--- src/rtl/mc_cfg_pkg.sv ---
package mc_cfg_pkg;

   typedef enum logic [1:0] {
      WIN_NONE  = 2'd0,
      WIN_GLOB  = 2'd1,
      WIN_OWN   = 2'd2,
      WIN_REMOTE = 2'd3
   } win_e;

   typedef enum logic [3:0] {
      RG_NONE,
      RG_CLUSTER_CFG,
      RG_SELF_BASE,
      RG_REVISION,
      RG_ICTL_BASE,
      RG_PWR_BASE,
      RG_ICTL_STAT,
      RG_PWR_STAT,
      RG_CACHE_CFG,
      RG_CORE_CFG,
      RG_SELECTOR,
      RG_RESET_BASE
   } reg_id_e;

   // word index (offset / 8) inside a window
   localparam int unsigned W_CLUSTER_CFG = 0;
   localparam int unsigned W_SELF_BASE   = 1;
   localparam int unsigned W_REVISION    = 2;
   localparam int unsigned W_ICTL_BASE   = 3;
   localparam int unsigned W_PWR_BASE    = 4;
   localparam int unsigned W_ICTL_STAT   = 5;
   localparam int unsigned W_PWR_STAT    = 6;
   localparam int unsigned W_CACHE_CFG   = 7;
   localparam int unsigned W_CORE_CFG    = 0;
   localparam int unsigned W_SELECTOR    = 1;
   localparam int unsigned W_RESET_BASE  = 2;

   localparam int unsigned CACHE_BYPASS_BIT = 20;
   localparam logic [31:0] REGION_MASK      = 32'hFFFF_8001;
   localparam logic [31:0] RESET_BASE_MASK  = 32'hFFFF_F000;
   localparam int unsigned SEL_FIELD_W      = 8;

   function automatic int unsigned sel_width(input int unsigned n);
      return (n > 1) ? $clog2(n) : 1;
   endfunction

endpackage

--- src/rtl/mc_cfg_decode.sv ---
module mc_cfg_decode
   import mc_cfg_pkg::*;
#(
   parameter int unsigned ADDR_W  = 16,
   parameter int unsigned WIN_LSB = 13,
   parameter int unsigned NUM_WORDS = 8
) (
   input  logic [ADDR_W-1:0] addr,
   output win_e              win,
   output reg_id_e           rid
);
   localparam int unsigned WSEL_W = ADDR_W - WIN_LSB;
   localparam int unsigned WORD_W = $clog2(NUM_WORDS);

   generate
      if (WIN_LSB < WORD_W + 3 || WSEL_W < 2) begin : g_bad_geom
         $error("mc_cfg_decode: window geometry too small");
      end
   endgenerate

   logic [WSEL_W-1:0]      win_field;
   logic [WIN_LSB-1:0]     offs;
   logic                   offs_ok;
   logic [WORD_W-1:0]      word;

   always_comb begin
      win_field = addr[ADDR_W-1:WIN_LSB];
      offs      = addr[WIN_LSB-1:0];
      offs_ok   = (offs[2:0] == 3'b000) &&
                  ((offs >> 3) < WIN_LSB'(NUM_WORDS));
      word      = offs[WORD_W+2:3];
   end

   always_comb begin
      win = WIN_NONE;
      if (offs_ok) begin
         case (win_field)
            WSEL_W'(0): win = WIN_GLOB;
            WSEL_W'(1): win = WIN_OWN;
            WSEL_W'(2): win = WIN_REMOTE;
            default:    win = WIN_NONE;
         endcase
      end
   end

   always_comb begin
      rid = RG_NONE;
      if (win == WIN_GLOB) begin
         case (int'(word))
            W_CLUSTER_CFG: rid = RG_CLUSTER_CFG;
            W_SELF_BASE:   rid = RG_SELF_BASE;
            W_REVISION:    rid = RG_REVISION;
            W_ICTL_BASE:   rid = RG_ICTL_BASE;
            W_PWR_BASE:    rid = RG_PWR_BASE;
            W_ICTL_STAT:   rid = RG_ICTL_STAT;
            W_PWR_STAT:    rid = RG_PWR_STAT;
            W_CACHE_CFG:   rid = RG_CACHE_CFG;
            default:       rid = RG_NONE;
         endcase
      end else if (win == WIN_OWN || win == WIN_REMOTE) begin
         case (int'(word))
            W_CORE_CFG:   rid = RG_CORE_CFG;
            W_SELECTOR:   rid = RG_SELECTOR;
            W_RESET_BASE: rid = RG_RESET_BASE;
            default:      rid = RG_NONE;
         endcase
      end
   end

   // no register is selected outside a decoded window
   always_comb begin
      a_r13_none_outside: assert (win != WIN_NONE || rid == RG_NONE);
   end

endmodule

--- src/rtl/mc_cfg_core_slot.sv ---
module mc_cfg_core_slot
   import mc_cfg_pkg::*;
#(
   parameter int unsigned NUM_CORES = 4,
   parameter logic [31:0] RB_INIT   = 32'hBFC0_0000,
   localparam int unsigned SEL_W    = sel_width(NUM_CORES)
) (
   input  logic             clk,
   input  logic             rst_n,
   input  logic             sel_we,
   input  logic             rb_we,
   input  logic [31:0]      wdata,
   output logic [SEL_W-1:0] sel_q,
   output logic [31:0]      rb_q,
   output logic [63:0]      vec_o
);
   localparam logic [31:0] RB_RESET = RB_INIT & RESET_BASE_MASK;

   logic [SEL_FIELD_W-1:0] sel_field;
   logic                   sel_ok;

   always_comb begin
      sel_field = wdata[SEL_FIELD_W-1:0];
      sel_ok    = (int'(sel_field) < int'(NUM_CORES));
   end

   always_ff @(posedge clk) begin
      if (!rst_n) begin
         sel_q <= '0;
      end else if (sel_we && sel_ok) begin
         sel_q <= sel_field[SEL_W-1:0];
      end
   end

   always_ff @(posedge clk) begin
      if (!rst_n) begin
         rb_q <= RB_RESET;
      end else if (rb_we) begin
         rb_q <= wdata & RESET_BASE_MASK;
      end
   end

   assign vec_o = {{32{rb_q[31]}}, rb_q};

   // the selector never names a missing core
   a_r5_sel_in_range: assert property (@(posedge clk) disable iff (!rst_n)
      int'(sel_q) < int'(NUM_CORES));
   // an out-of-range selector write leaves the selector unchanged
   a_r5_reject_keeps: assert property (@(posedge clk) disable iff (!rst_n)
      (sel_we && int'(wdata[SEL_FIELD_W-1:0]) >= int'(NUM_CORES)) |=> $stable(sel_q));
   // a reset-base write shows up on the vector in the next cycle
   a_r6_vector_follows: assert property (@(posedge clk) disable iff (!rst_n)
      rb_we |=> (vec_o[31:12] == $past(wdata[31:12])) && (vec_o[11:0] == 12'h0)
                && (vec_o[63:32] == {32{$past(wdata[31])}}));

endmodule

--- src/rtl/mc_cfg_region.sv ---
module mc_cfg_region
   import mc_cfg_pkg::*;
(
   input  logic        clk,
   input  logic        rst_n,
   input  logic        present,
   input  logic        we,
   input  logic [31:0] wdata,
   output logic [31:0] reg_q,
   output logic [31:0] base_o,
   output logic        en_o
);
   always_ff @(posedge clk) begin
      if (!rst_n) begin
         reg_q <= '0;
      end else if (we && present) begin
         reg_q <= wdata & REGION_MASK;
      end
   end

   assign base_o = {reg_q[31:1], 1'b0};
   assign en_o   = reg_q[0];

   // an absent region ignores writes
   a_r10_absent_ignored: assert property (@(posedge clk) disable iff (!rst_n)
      (we && !present) |=> ($stable(base_o) && $stable(en_o)));
   // an accepted write drives the enable from data bit 0
   a_r9_enable_follows: assert property (@(posedge clk) disable iff (!rst_n)
      (we && present) |=> (en_o == $past(wdata[0])));
   // the base output carries no bits outside the field
   a_r9_base_field: assert property (@(posedge clk) disable iff (!rst_n)
      base_o[14:0] == 15'h0);

endmodule

--- src/rtl/mc_cfg_regs.sv ---
module mc_cfg_regs
   import mc_cfg_pkg::*;
#(
   parameter int unsigned NUM_CORES     = 4,
   parameter int unsigned ADDR_W        = 16,
   parameter int unsigned WIN_LSB       = 13,
   parameter logic [31:0] REVISION      = 32'h0000_0800,
   parameter logic [63:0] SELF_MASK     = 64'h0000_FFFF_FFFF_8000,
   parameter logic [63:0] SELF_INIT     = 64'h0000_0000_1FBF_8000,
   parameter logic [31:0] RB_INIT       = 32'hBFC0_0000,
   localparam int unsigned SEL_W        = sel_width(NUM_CORES),
   localparam int unsigned VEC_W        = NUM_CORES * 64
) (
   input  logic              clk,
   input  logic              rst_n,
   input  logic              req_valid,
   input  logic              req_write,
   input  logic [SEL_W-1:0]  req_core,
   input  logic [ADDR_W-1:0] req_addr,
   input  logic [63:0]       req_wdata,
   output logic              rsp_valid,
   output logic [63:0]       rsp_rdata,
   input  logic              ictl_present,
   input  logic              pwr_present,
   output logic [31:0]       ictl_base_o,
   output logic              ictl_en_o,
   output logic [31:0]       pwr_base_o,
   output logic              pwr_en_o,
   output logic [63:0]       self_base_sh_o,
   output logic [VEC_W-1:0]  core_vector_o
);
   generate
      if (NUM_CORES < 1 || NUM_CORES > 256) begin : g_bad_cores
         $error("mc_cfg_regs: NUM_CORES must be 1..256");
      end
      if ((SELF_INIT & ~SELF_MASK) != 64'h0) begin : g_bad_self
         $error("mc_cfg_regs: SELF_INIT has bits outside SELF_MASK");
      end
   endgenerate

   // ---------------- decode ----------------
   win_e    win;
   reg_id_e rid;

   mc_cfg_decode #(
      .ADDR_W   (ADDR_W),
      .WIN_LSB  (WIN_LSB),
      .NUM_WORDS(8)
   ) u_decode (
      .addr(req_addr),
      .win (win),
      .rid (rid)
   );

   // ---------------- per-core state ----------------
   logic [SEL_W-1:0] sel_arr [NUM_CORES];
   logic [31:0]      rb_arr  [NUM_CORES];
   logic             core_ok;
   logic             per_core;
   logic [SEL_W-1:0] tgt;
   logic             tgt_ok;
   logic             wr_fire;

   always_comb begin
      core_ok  = (int'(req_core) < int'(NUM_CORES));
      per_core = (win == WIN_OWN) || (win == WIN_REMOTE);
      tgt      = req_core;
      if (core_ok && win == WIN_REMOTE) begin
         tgt = sel_arr[req_core];
      end
      tgt_ok   = core_ok && (int'(tgt) < int'(NUM_CORES));
      wr_fire  = req_valid && req_write && core_ok && (rid != RG_NONE);
   end

   for (genvar i = 0; i < NUM_CORES; i++) begin : g_core
      logic sel_we;
      logic rb_we;
      logic [63:0] vec;

      always_comb begin
         sel_we = wr_fire && per_core && tgt_ok && (int'(tgt) == i) &&
                  (rid == RG_SELECTOR);
         rb_we  = wr_fire && per_core && tgt_ok && (int'(tgt) == i) &&
                  (rid == RG_RESET_BASE);
      end

      mc_cfg_core_slot #(
         .NUM_CORES(NUM_CORES),
         .RB_INIT  (RB_INIT)
      ) u_slot (
         .clk   (clk),
         .rst_n (rst_n),
         .sel_we(sel_we),
         .rb_we (rb_we),
         .wdata (req_wdata[31:0]),
         .sel_q (sel_arr[i]),
         .rb_q  (rb_arr[i]),
         .vec_o (vec)
      );

      assign core_vector_o[i*64 +: 64] = vec;
   end

   // ---------------- peripheral regions ----------------
   logic [31:0] ictl_q;
   logic [31:0] pwr_q;

   mc_cfg_region u_ictl (
      .clk    (clk),
      .rst_n  (rst_n),
      .present(ictl_present),
      .we     (wr_fire && rid == RG_ICTL_BASE),
      .wdata  (req_wdata[31:0]),
      .reg_q  (ictl_q),
      .base_o (ictl_base_o),
      .en_o   (ictl_en_o)
   );

   mc_cfg_region u_pwr (
      .clk    (clk),
      .rst_n  (rst_n),
      .present(pwr_present),
      .we     (wr_fire && rid == RG_PWR_BASE),
      .wdata  (req_wdata[31:0]),
      .reg_q  (pwr_q),
      .base_o (pwr_base_o),
      .en_o   (pwr_en_o)
   );

   // ---------------- self base ----------------
   logic [63:0] self_q;

   always_ff @(posedge clk) begin
      if (!rst_n) begin
         self_q <= SELF_INIT;
      end else if (wr_fire && rid == RG_SELF_BASE) begin
         self_q <= req_wdata & SELF_MASK;
      end
   end

   assign self_base_sh_o = self_q >> 4;

   // ---------------- read path ----------------
   logic [63:0] rd_mux;

   always_comb begin
      rd_mux = '0;
      if (core_ok) begin
         case (rid)
            RG_CLUSTER_CFG: rd_mux = '0;
            RG_SELF_BASE:   rd_mux = self_q;
            RG_REVISION:    rd_mux = {32'h0, REVISION};
            RG_ICTL_BASE:   rd_mux = {32'h0, ictl_q};
            RG_PWR_BASE:    rd_mux = {32'h0, pwr_q};
            RG_ICTL_STAT:   rd_mux = {63'h0, ictl_present};
            RG_PWR_STAT:    rd_mux = {63'h0, pwr_present};
            RG_CACHE_CFG:   rd_mux = 64'(1) << CACHE_BYPASS_BIT;
            RG_CORE_CFG:    rd_mux = 64'(NUM_CORES - 1);
            RG_SELECTOR:    rd_mux = tgt_ok ? 64'(sel_arr[tgt]) : '0;
            RG_RESET_BASE:  rd_mux = tgt_ok ? {32'h0, rb_arr[tgt]} : '0;
            default:        rd_mux = '0;
         endcase
      end
   end

   always_ff @(posedge clk) begin
      if (!rst_n) begin
         rsp_valid <= 1'b0;
         rsp_rdata <= '0;
      end else begin
         rsp_valid <= req_valid && !req_write;
         rsp_rdata <= (req_valid && !req_write) ? rd_mux : '0;
      end
   end

   // each read is answered in the following cycle
   a_r2_rsp_after_read: assert property (@(posedge clk) disable iff (!rst_n)
      (req_valid && !req_write) |=> rsp_valid);
   // no response without a read
   a_r2_no_spurious_rsp: assert property (@(posedge clk) disable iff (!rst_n)
      !(req_valid && !req_write) |=> !rsp_valid);
   // unmapped reads return zero
   a_r13_unmapped_zero: assert property (@(posedge clk) disable iff (!rst_n)
      (req_valid && !req_write && rid == RG_NONE) |=> (rsp_rdata == 64'h0));
   // the shared base copy changes only on a self-base write
   a_r12_self_stable: assert property (@(posedge clk) disable iff (!rst_n)
      !(wr_fire && rid == RG_SELF_BASE) |=> $stable(self_base_sh_o));

endmodule

--- config.mk ---
export PLATFORM = sky130hd
export DESIGN_NAME = mc_cfg_regs
export DESIGN_NICKNAME = d
export VERILOG_FILES = /design/src/rtl/mc_cfg_pkg.sv /design/src/rtl/mc_cfg_decode.sv /design/src/rtl/mc_cfg_core_slot.sv /design/src/rtl/mc_cfg_region.sv /design/src/rtl/mc_cfg_regs.sv
export SDC_FILE = /design/constraint.sdc
export NUM_CORES = 1
export LEC_CHECK = 0
export BUFFER_PORTS_ARGS = -buffer_cell sky130_fd_sc_hd__buf_4
export CAP_MARGIN = 20
export CORE_AREA = 8 8 202 204
export DETAILED_ROUTE_END_ITERATION = 10
export DIE_AREA = 0 0 210 212
export PLACE_DENSITY_LB_ADDON = 0.12
export SLEW_MARGIN = 40
export SYNTH_ARGS = -nofsm -noshare
export SYNTH_HDL_FRONTEND = slang
export SYNTH_SLANG_ARGS = --single-unit
--- constraint.sdc ---
create_clock -name clk -period 5.2 [get_ports clk]
set_clock_uncertainty 0.2 [all_clocks]
set_input_delay 0.26 -clock clk [delete_from_list [all_inputs] [get_ports clk]]
set_output_delay 0.26 -clock clk [all_outputs]
set_load 0.05 [all_outputs]
# [Yosys cells after proc, flatten, opt, wreduce, memory -nomap -nowiden]
# Memories as Yosys holds them, arrays and structs flattened.
# Cells that the tools add are included.
[word_totals] reg_bits=222 romBits=32 out_inout_bits=451 n_memories=1
[op_classes] order_cmp=4 eq_ne=20 mux=16 bitwise_logic=2 reduce_logical=34
[mem_list] name="(no name shown)" depth=8 word_bits=4 rd=1 rd_clocked_by_memory_dff=0 wr=0 line_no="mc_cfg_decode.sv:49" source="case (int'(word))"
[ops] cell="48-bit one-hot mux with 10 select lines" count=1
[ops] cell="32-bit binary-select mux with 2-bit select" count=1
[ops] cell="32-bit two-way mux" count=2
[ops] cell="1-bit logical AND" count=26
[ops] cell="4-bit by 3-bit == test with 1-bit output, second input constant" count=4
[ops] cell="4-bit == test, second input constant" count=4
[ops] cell="2-bit two-way mux" count=6
[ops] cell="4-bit one-hot mux with 3 select lines" count=1
[ops] cell="10-bit by 4-bit < comparator with 1-bit output, second input constant" count=1
[ops] cell="3-bit logical NOT" count=3
[ops] cell="2-bit binary-select mux with 2-bit select" count=2
[ops] cell="2-bit == test, second input constant" count=4
[ops] cell="4-bit by 2-bit == test with 1-bit output, second input constant" count=2
[ops] cell="8-bit by 3-bit < comparator with 1-bit output, second input constant" count=1
[ops] cell="4-bit two-way mux" count=2
[ops] cell="3-bit by 1-bit == test with 1-bit output, second input constant" count=2
[ops] cell="3-bit by 2-bit == test with 1-bit output, second input constant" count=2
[ops] cell="3-bit >= comparator, second input constant" count=2
[ops] cell="2-bit inverter with 3-bit output" count=2
[ops] cell="2-bit one-hot mux with 3 select lines" count=1
[ops] cell="2-bit by 1-bit == test with 1-bit output, second input constant" count=2
[ops] cell="4-bit nonzero test" count=1
[ops] cell="2-bit logical NOT" count=1
[ops] cell="2-bit AND reduction" count=1
[ops] cell="other kinds (2)" count=2

# [Depth between registers and ports, before layout]
# Gate-level depths: netlist (run 1).
[logic_depth] ltp_word=13 ltp_mapped=12 mapped_depth_nobuf=9

# [Modules after synthesis]
# Synthesis (run 1) repeated with hierarchy kept, for this count alone.
[hier_totals] hier_cells=1390 area_unflattened_um2=12609.6
[modules_own_cells] mod="mc_cfg_core_slot" n_inst=4 cells_per_inst=151 area_per_inst_um2=1405.1 seq_area_each_um2=440.4
[modules_own_cells] mod="mc_cfg_regs" n_inst=1 cells_per_inst=492 area_per_inst_um2=4561.9 seq_area_each_um2=1641.6
[modules_own_cells] mod="mc_cfg_region" n_inst=2 cells_per_inst=131 area_per_inst_um2=1111.1 seq_area_each_um2=360.3
[modules_own_cells] mod="mc_cfg_decode" n_inst=1 cells_per_inst=32 area_per_inst_um2=205.2 seq_area_each_um2=0.0

# [Least setup slack after synthesis (run 1)]
# No wires, ideal clock.
[synth_timing] path_kind="in2reg" start="input req_addr[3]" end="register rsp_rdata[31]" setup_ns=0.075 arrival_ns=2.079 required_ns=4.925 path_slack_ns=2.847 cell_stages=11 n_path_buf=3 path_cell_list="inv_1 -> ha_1 -> nor3b_1 -> or2_1 -> buf_4 -> nand4b_2 -> or2_1 -> buf_2 -> buf_4 -> o22a_1 -> o21ai_0"
[synth_via] elab_chain_len=10
[synth_rtl] element="start: declaration" line_no="mc_cfg_regs.sv:19" source="input logic [ADDR_W-1:0] req_addr,"
[synth_rtl] element="10-bit by 4-bit < comparator with 1-bit output" line_no="mc_cfg_decode.sv:30" source="((offs >> 3) < WIN_LSB'(NUM_WORDS));"
[synth_rtl] element="1-bit logical AND" line_no="mc_cfg_decode.sv:29" source="offs_ok = (offs[2:0] == 3'b000) &&"
[synth_rtl] element="2-bit two-way mux" line_no="mc_cfg_decode.sv:36" source="if (offs_ok) begin"
[synth_rtl] element="2-bit == test" line_no="mc_cfg_decode.sv:60, mc_cfg_regs.sv:68"
[synth_rtl] element="2-bit two-way mux" line_no="mc_cfg_regs.sv:68" source="if (core_ok && win == WIN_REMOTE) begin"
[synth_rtl] element="2-bit inverter with 3-bit output (not written as such)" line_no="mc_cfg_regs.sv:160" source="RG_RESET_BASE: rd_mux = tgt_ok ? {32'h0, rb_arr[tgt]} : '0;"
[synth_rtl] element="32-bit binary-select mux with 2-bit select" line_no="mc_cfg_regs.sv:160"
[synth_rtl] element="32-bit two-way mux (not written as such) (2 in a row)" line_no="mc_cfg_regs.sv:160"
[synth_rtl] element="48-bit one-hot mux with 10 select lines (*)" line_no="mc_cfg_regs.sv:149" source="case (rid)"
[synth_rtl] element="end signal: assignment" line_no="mc_cfg_regs.sv:172" source="rsp_rdata <= (req_valid && !req_write) ? rd_mux : '0;"
[synth_rtl] element="end: declaration" line_no="mc_cfg_regs.sv:22" source="output logic [63:0] rsp_rdata,"
# Mark *: on every way between the ends. The rest lies on a longest branch, timed or not. The select of a mux whose other input is x is not followed.
# A chain may end at the register's enable or synchronous reset.

# [Final worst setup path (run 1)]
[layout_timing] start="input req_addr[3]" end="register self_q[24]"
[layout_via] elab_chain_len=10
[layout_rtl] element="10-bit by 4-bit < comparator with 1-bit output" line_no="mc_cfg_decode.sv:30"
[layout_rtl] element="1-bit logical AND" line_no="mc_cfg_decode.sv:29"
[layout_rtl] element="2-bit two-way mux" line_no="mc_cfg_decode.sv:36"
[layout_rtl] element="2-bit == test" line_no="mc_cfg_decode.sv:60" source="end else if (win == WIN_OWN || win == WIN_REMOTE) begin"
[layout_rtl] element="1-bit logical OR" line_no="mc_cfg_decode.sv:60"
[layout_rtl] element="4-bit two-way mux" line_no="mc_cfg_decode.sv:60"
[layout_rtl] element="4-bit two-way mux (*)" line_no="mc_cfg_decode.sv:48" source="if (win == WIN_GLOB) begin"
[layout_rtl] element="4-bit nonzero test" line_no="mc_cfg_regs.sv:72" source="wr_fire = req_valid && req_write && core_ok && (rid != RG_NONE);"
[layout_rtl] element="1-bit logical AND" line_no="mc_cfg_regs.sv:72"
[layout_rtl] element="1-bit logical AND (*)" line_no="mc_cfg_regs.sv:136" source="end else if (wr_fire && rid == RG_SELF_BASE) begin"
[layout_rtl] element="end signal: assignment" line_no="mc_cfg_regs.sv:137" source="self_q <= req_wdata & SELF_MASK;"
[layout_rtl] element="end: declaration" line_no="mc_cfg_regs.sv:131" source="logic [63:0] self_q;"
# Mark *: on every way between the ends. The rest lies on a longest branch, timed or not.

==> flow_summary.ini, run 1 <==
[sta]
post-route-period-util_pct = 70.99
fin_setup_tns_ns = 0
tightest_slew_ns = 0.8272
fin_ws_ns = 1.509
rsz0062_at_grt = no
finalSetupViolCount = 0
max_freq_mhz = 270.9
finalCriticalPeriod_ns = 3.691
hold_violations = 0
drv_slew = 0
slew-limit-headroom_pct = 44.85

[die]
die_height_um = 212
initial_core_util_pct = 27.39
die_area_um2 = 44520
dieWidth_um = 210
top_level_ports = 539
rows = 72
coreArea_um2 = 37930

[synth]
yosys_most_used_dff = dfxtp_1
synth_area_leader_cell = dfxtp_1
synth_top_cell_area_share_pct = 37.97
avgSynthCellArea_um2 = 8.459
synth.distinct_cells = 58
synth_area_um2 = 10390
synth_edf_count = 0
syn-instance-count = 1228
synth_warnings = 0
synth_area_leaders = dfxtp_1 38%, buf_4 20%, nand2_1 10%
ys_async_sr_fraction_pct = 0
synth_seq_cells = 197
ys_seq_area_share_pct = 37.97

[routing]
drt_pass1_iterations = 7
routed_wl_mm = 39.66
via_per_inst = 4.335
wl_per_cell_um = 19.68
vias = 8735
drt_iter0_markers = 478
ant_nets = 0
drc = 0

[cells_and_area]
areaGrowthSynthToFinish_pct = 27.16
fill_cells = 3990
layout_commonest_cell = buf_4
seq_area_um2 = 3949
multi_input_comb_area_um2 = 4621
layout.nets = 1577
diodes = 0
drive_above_1_share_pct = 30.59
layout_common_cells = 395 x buf_4, 287 x nand2_1, 193 x dfxtp_1, 134 x conb_1, 63 x mux2i_1

[worst_setup_path]
r2r_cells = 6
critPathMostFrequentCell = buf_4
crit_fanout = 32
required_ns = 5.31
slowest_delay_ns = 0.53
cp_cell_sequence = dlygate4sd3_1 > buf_4 > inv_1 > ha_1 > nor3b_1 > o211ai_1 > nor2b_2 > buf_4 > nand3_1 > buf_4 > nand2_1 > nand3_1
end_kind = flop
r2r-start = g_core[0].u_slot.sel_q[0]
arrival_ns = 3.80
startpoint = req_addr[3]
critPathKind = input pin to flop
startpoint_type = input pin
slowest_stage = dlygate4sd3_1

[power]
irDropWorstVdd_v = 0.0002328
power_density_nw_per_um2 = 247.9
p_leak_nw = 5.806

[placed_design]
gp_congestion = 0.7915
hpwl_mm = 29.98
io_buffers = 384
place_ws_ns = 1.601

[cts]
cts_tree = yes
cts.sinks = 197
post_cts_buffers = 0
cts_resized = 0
cts_buffer_depth = 2
ctsHoldBuffers = 39
worstSkewPairLatency_ns = 0.46
cts-root-buf = clkbuf_16
path_clk_slew_ns = 0.08
htreeDepth = 4
cts_buffers = 17

[outcome]
outcome = finished, final reports clean

[min_path]
min_path_cells = 4
hold_path.class = input pin to flop
worstHoldStart = req_valid

[global_route]
overflow = 0
grt_pass1_wl_mm = 57.28
grt_max_degree = 86
antenna_found_initial = 2
grt_pass1_vias = 8711
grt_use_total_pct = 16.93

[run]
max_cap_violations = 0
[kinds of logic (layout without fill, tap and decap cells)]
kind of cell,after synthesis,after routing,synth area share (%)
XOR/XNOR,1,1,0.08433
AND/OR/NAND/NOR,452,452,20.32
buffers and inverters,339,475,22.60
adder cells (fa/ha/maj),5,5,0.6023
multiplexers,63,63,6.071
other,1,134,0.03610
flip-flops,197,197,37.97
AO/OA/AOI/OAI,170,170,12.32
[final cells by class]
class,instances,area share (%)
clock buffer,17,3.221
inverter,6,0.1705
timing repair buffer,437,25.57
tap,518,4.907
multi-input combinational,825,34.98
sequential,197,29.89
clock inverter,15,1.260
[synth_stat cells (3+ instances only)]
cell type and number:
buf_2 28, o21ai_0 22, mux2i_1 63, a21boi_0 62
nor2b_1 31, clkbuf_1 30, or2_1 3, inv_1 6
nor3_1 5, nor2_1 11, o21ai_1 3, dfxtp_1 197
a21oi_1 11, and3_1 27, ha_1 5, a222oi_1 16
buf_6 3, a311oi_1 3, nand2_1 287, o22a_1 16
nand2b_1 4, nand3_1 60, o211ai_1 3, a21boi_1 20
buf_4 271
[worst max-delay path, delay by kind of cell]
| family | cells | cell delay (ns) |
|---|---|---|
| compound gates | 1 | 0.26 |
| buf+inv | 5 | 1.65 |
| simple gates | 5 | 1.25 |
| fa+ha+maj | 1 | 0.34 |
[report_power, final]
part | total [mW] | internal [mW] | switching, mW
registers | 1.51 | 1.51 | 0.000112
clock network | 1.36 | 0.685 | 0.677
logic | 0.405 | 0.0864 | 0.318
[flip-flops by register name (all words and copies together) (netlist names)]
register and count:
g_core.u_slot.rb_q 80, rsp_rdata 39, self_q 33, u_ictl.reg_q 18
u_pwr.reg_q 18, g_core.u_slot.sel_q 8, rsp_valid 1
[routing by layer]
layer	GRT usage, %	vias up	routed length, um
li1	-	4218	-
met1	20.23	4125	16510
met2	28.66	363	19150
met3	6.088	29	3455
met4	4.277	0	539
met5	0	-	0
[per-stage QoR]
step / power [mW] / cells / cell area [um^2] / hold WS (ns) / utilization (%)
final: 3.274 / 2015 / 13210 / 0.1167 / 34.83
after global routing: 3.401 / 2015 / 13210 / 0.1252 / 34.83
after CTS: 3.320 / 2014 / 13200 / 0.08662 / 34.80
after detailed placement: 1.919 / 1943 / 12220 / 0.2572 / 32.21
after global placement: 1.918 / 1941 / 12190 / 0.2482 / 32.13
after floorplan: 1.909 / 1361 / 10890 / 0.1840 / -
[path summary, 6_finish.rpt]
| path | end | slack, ns |
|---|---|---|
| setup / recovery | self_q[24] | 1.51 |
| hold / removal | self_q[16] | 0.12 |
| setup reg to reg | g_core[1].u_slot.rb_q[12] | 2.53 |
| hold reg to reg | self_q[43] | 0.26 |
(Power assumes the default switching activity.)
==> run 2, diff against run 1 <==
- clock period: 5.2 -> 3.25 ns (I/O delays scaled with it)
==> run 2 against run 1 <==
Count of clock-buffer cells in the layout is the same. Final cell count grew 1.7%. Die area is the same. Sequential power grew 60%. First-iteration DRC count grew 1.7%. Register-to-register slack lost 1.6 ns. Sequential share of layout area shrank 0.67 points. Wire length grew 0.92%. Final area grew 2.2%. Critical path depth shrank 1. Largest power group unchanged. Highest routed layer unchanged.
==> flow_summary.ini, run 2 (same netlist as run 1, synthesis figures left out) <==
[die]
initial_core_util_pct = 27.39
dieWidth_um = 210
coreArea_um2 = 37930
die_area_um2 = 44520
rows = 72
die_height_um = 212
top_level_ports = 539

[global_route]
grt_use_total_pct = 17.09
grt_pass1_vias = 8755
grt_pass1_wl_mm = 57.82
antenna_found_initial = 0
overflow = 0
grt_max_degree = 79

[min_path]
holdPathEnd = rsp_rdata[11]
hold_path.class = input pin to flop
worstHoldStart = req_valid
min_path_cells = 4

[worst_setup_path]
r2r_cells = 7
reg2reg_setup_slack_ns = 0.95
critPathKind = input pin to flop
crit_fanout = 33
r2r-start = g_core[0].u_slot.sel_q[0]
cp_cell_sequence = buf_4 > inv_1 > ha_1 > nor3b_1 > o211ai_1 > nor2b_2 > and3_1 > buf_12 > nand2_1 > a21boi_1 > dlygate4sd3_1
arrival_ns = 2.91
cp_top_family = buffers and inverters
slowest_delay_ns = 0.56
slowest_stage = dlygate4sd3_1
crit_cells = 11
critPathBufInv = 4
required_ns = 3.45
end_kind = flop
startpoint_type = input pin
r2r-end = rsp_rdata[30]

[routing]
drt_iter0_markers = 486
vias = 8867
drc = 0
wl_per_cell_um = 19.53
routed_wl_mm = 40.03
drt_pass1_iterations = 6
via_per_inst = 4.327
ant_nets = 0

[sta]
finalCriticalPeriod_ns = 2.709
tightest_slew_ns = 0.8028
max_freq_mhz = 369.2
post-route-period-util_pct = 83.35
slew-limit-headroom_pct = 46.48
rsz0062_at_grt = no
hold_violations = 0
fin_setup_tns_ns = 0
finalSetupViolCount = 0
drv_slew = 0

[cts]
path_clk_slew_ns = 0.08
cts_tree = yes
cts_buffers = 17
cts_buffer_depth = 2
cts-root-buf = clkbuf_16
worstSkewPairLatency_ns = 0.46
htreeDepth = 4
post_cts_buffers = 0
cts.sinks = 197

[power]
p_leak_nw = 5.989
power_density_nw_per_um2 = 388.3
power_mw = 5.241
irDropWorstVdd_v = 0.0003553

[cells_and_area]
areaGrowthSynthToFinish_pct = 29.93
final_area_um2 = 13500
reg_top3 = g_core.u_slot.rb_q (80), rsp_rdata (39), self_q (33)
fin_util_pct = 35.59
diodes = 0
largest_reg_flops = 80
layout.nets = 1611
drive_above_1_share_pct = 30.89
layout_common_cells = 421 x buf_4, 287 x nand2_1, 196 x dfxtp_1, 134 x conb_1, 63 x mux2i_1
layout_commonest_cell = buf_4
largest_register = g_core.u_slot.rb_q

[placed_design]
place_area_um2 = 12440
gp_congestion = 0.8049
io_buffers = 384
hpwl_mm = 30.70

[outcome]
outcome = finished, final reports clean

[run]
max_cap_violations = 0
## run 2: cell types whose count changed in the layout (fill, tap and decap cells not counted), moves of 2 or more
cell           delta
buf_4            +26
dlygate4sd3_1     +8
and3_1            +5
and3_2            -5
clkinv_4          -4
buf_12            +3
dfxtp_1           +3
dfxtp_2           -3
clkinvlp_4        +2
inv_8             +2
## run 2: worst max-delay path by stage
| stage | slack (ns) | startpoint | endpoint |
|---|---|---|---|
| after global routing | 0.40 | req_addr[3] | self_q[44] |
| after detailed placement | 0.34 | req_addr[3] | rsp_rdata[19] |
| after CTS | 0.56 | req_addr[3] | self_q[44] |
| after floorplan | 0.99 | req_addr[3] | rsp_rdata[31] |
| final | 0.54 | req_addr[3] | self_q[45] |
| after global placement | 0.30 | req_addr[3] | rsp_rdata[19] |
## run 2: metal layers
layer,track usage (%),routed length [um],vias up,share of wire [%]
met5,0,0,-,0
met4,5.395,755,0,1.9
met3,6.029,3800,35,9.5
met2,27.97,18940,396,47
met1,20.83,16520,4139,41
li1,-,-,4297,-
## run 2: power breakdown
| part | internal, mW | total, mW | switching (mW) |
|---|---|---|---|
| Sequential | 2.41 | 2.41 | 0.000111 |
| Clock | 1.09 | 2.17 | 1.08 |
| Combinational | 0.146 | 0.656 | 0.510 |
## run 2: timing repair
| item | 4_1_cts | 5_1_grt |
|---|---|---|
| endpoints found under the setup margin | 0 | 0 |
| endpoints found under the hold margin | 161 | 0 |
| hold buffers | 47 | 0 |
| gates resized for setup | 0 | 0 |
## run 2: worst register-to-register path, stage by stage, from the launching register on
cell and delay (ns):
dfxtp_1 0.39, mux2i_1 0.11, o21bai_1 0.16, and2_4 0.42
buf_12 0.24, mux2i_1 0.36, o22a_1 0.22, o21ai_0 0.07
## run 2: stage by stage
step | setup slack, ns | cells | hold slack (ns)
floorplan | 0.9941 | 1361 | 0.08647
finish | 0.5413 | 2049 | 0.02601
global route | 0.4014 | 2049 | 0.01953
detailed placement | 0.3412 | 1970 | 0.2210
global placement | 0.2966 | 1968 | 0.2191
CTS | 0.5584 | 2049 | 0.0001400
## run 2: final cells by class
| class | count | area (um^2) |
|---|---|---|
| timing repair buffer | 471 | 3691 |
| clock buffer | 17 | 425.4 |
| clock inverter | 15 | 157.7 |
| tap | 518 | 648.1 |
| sequential | 197 | 3945 |
| inverter | 6 | 22.52 |
| multi-input combinational | 825 | 4607 |
| fill | 3935 | 24430 |
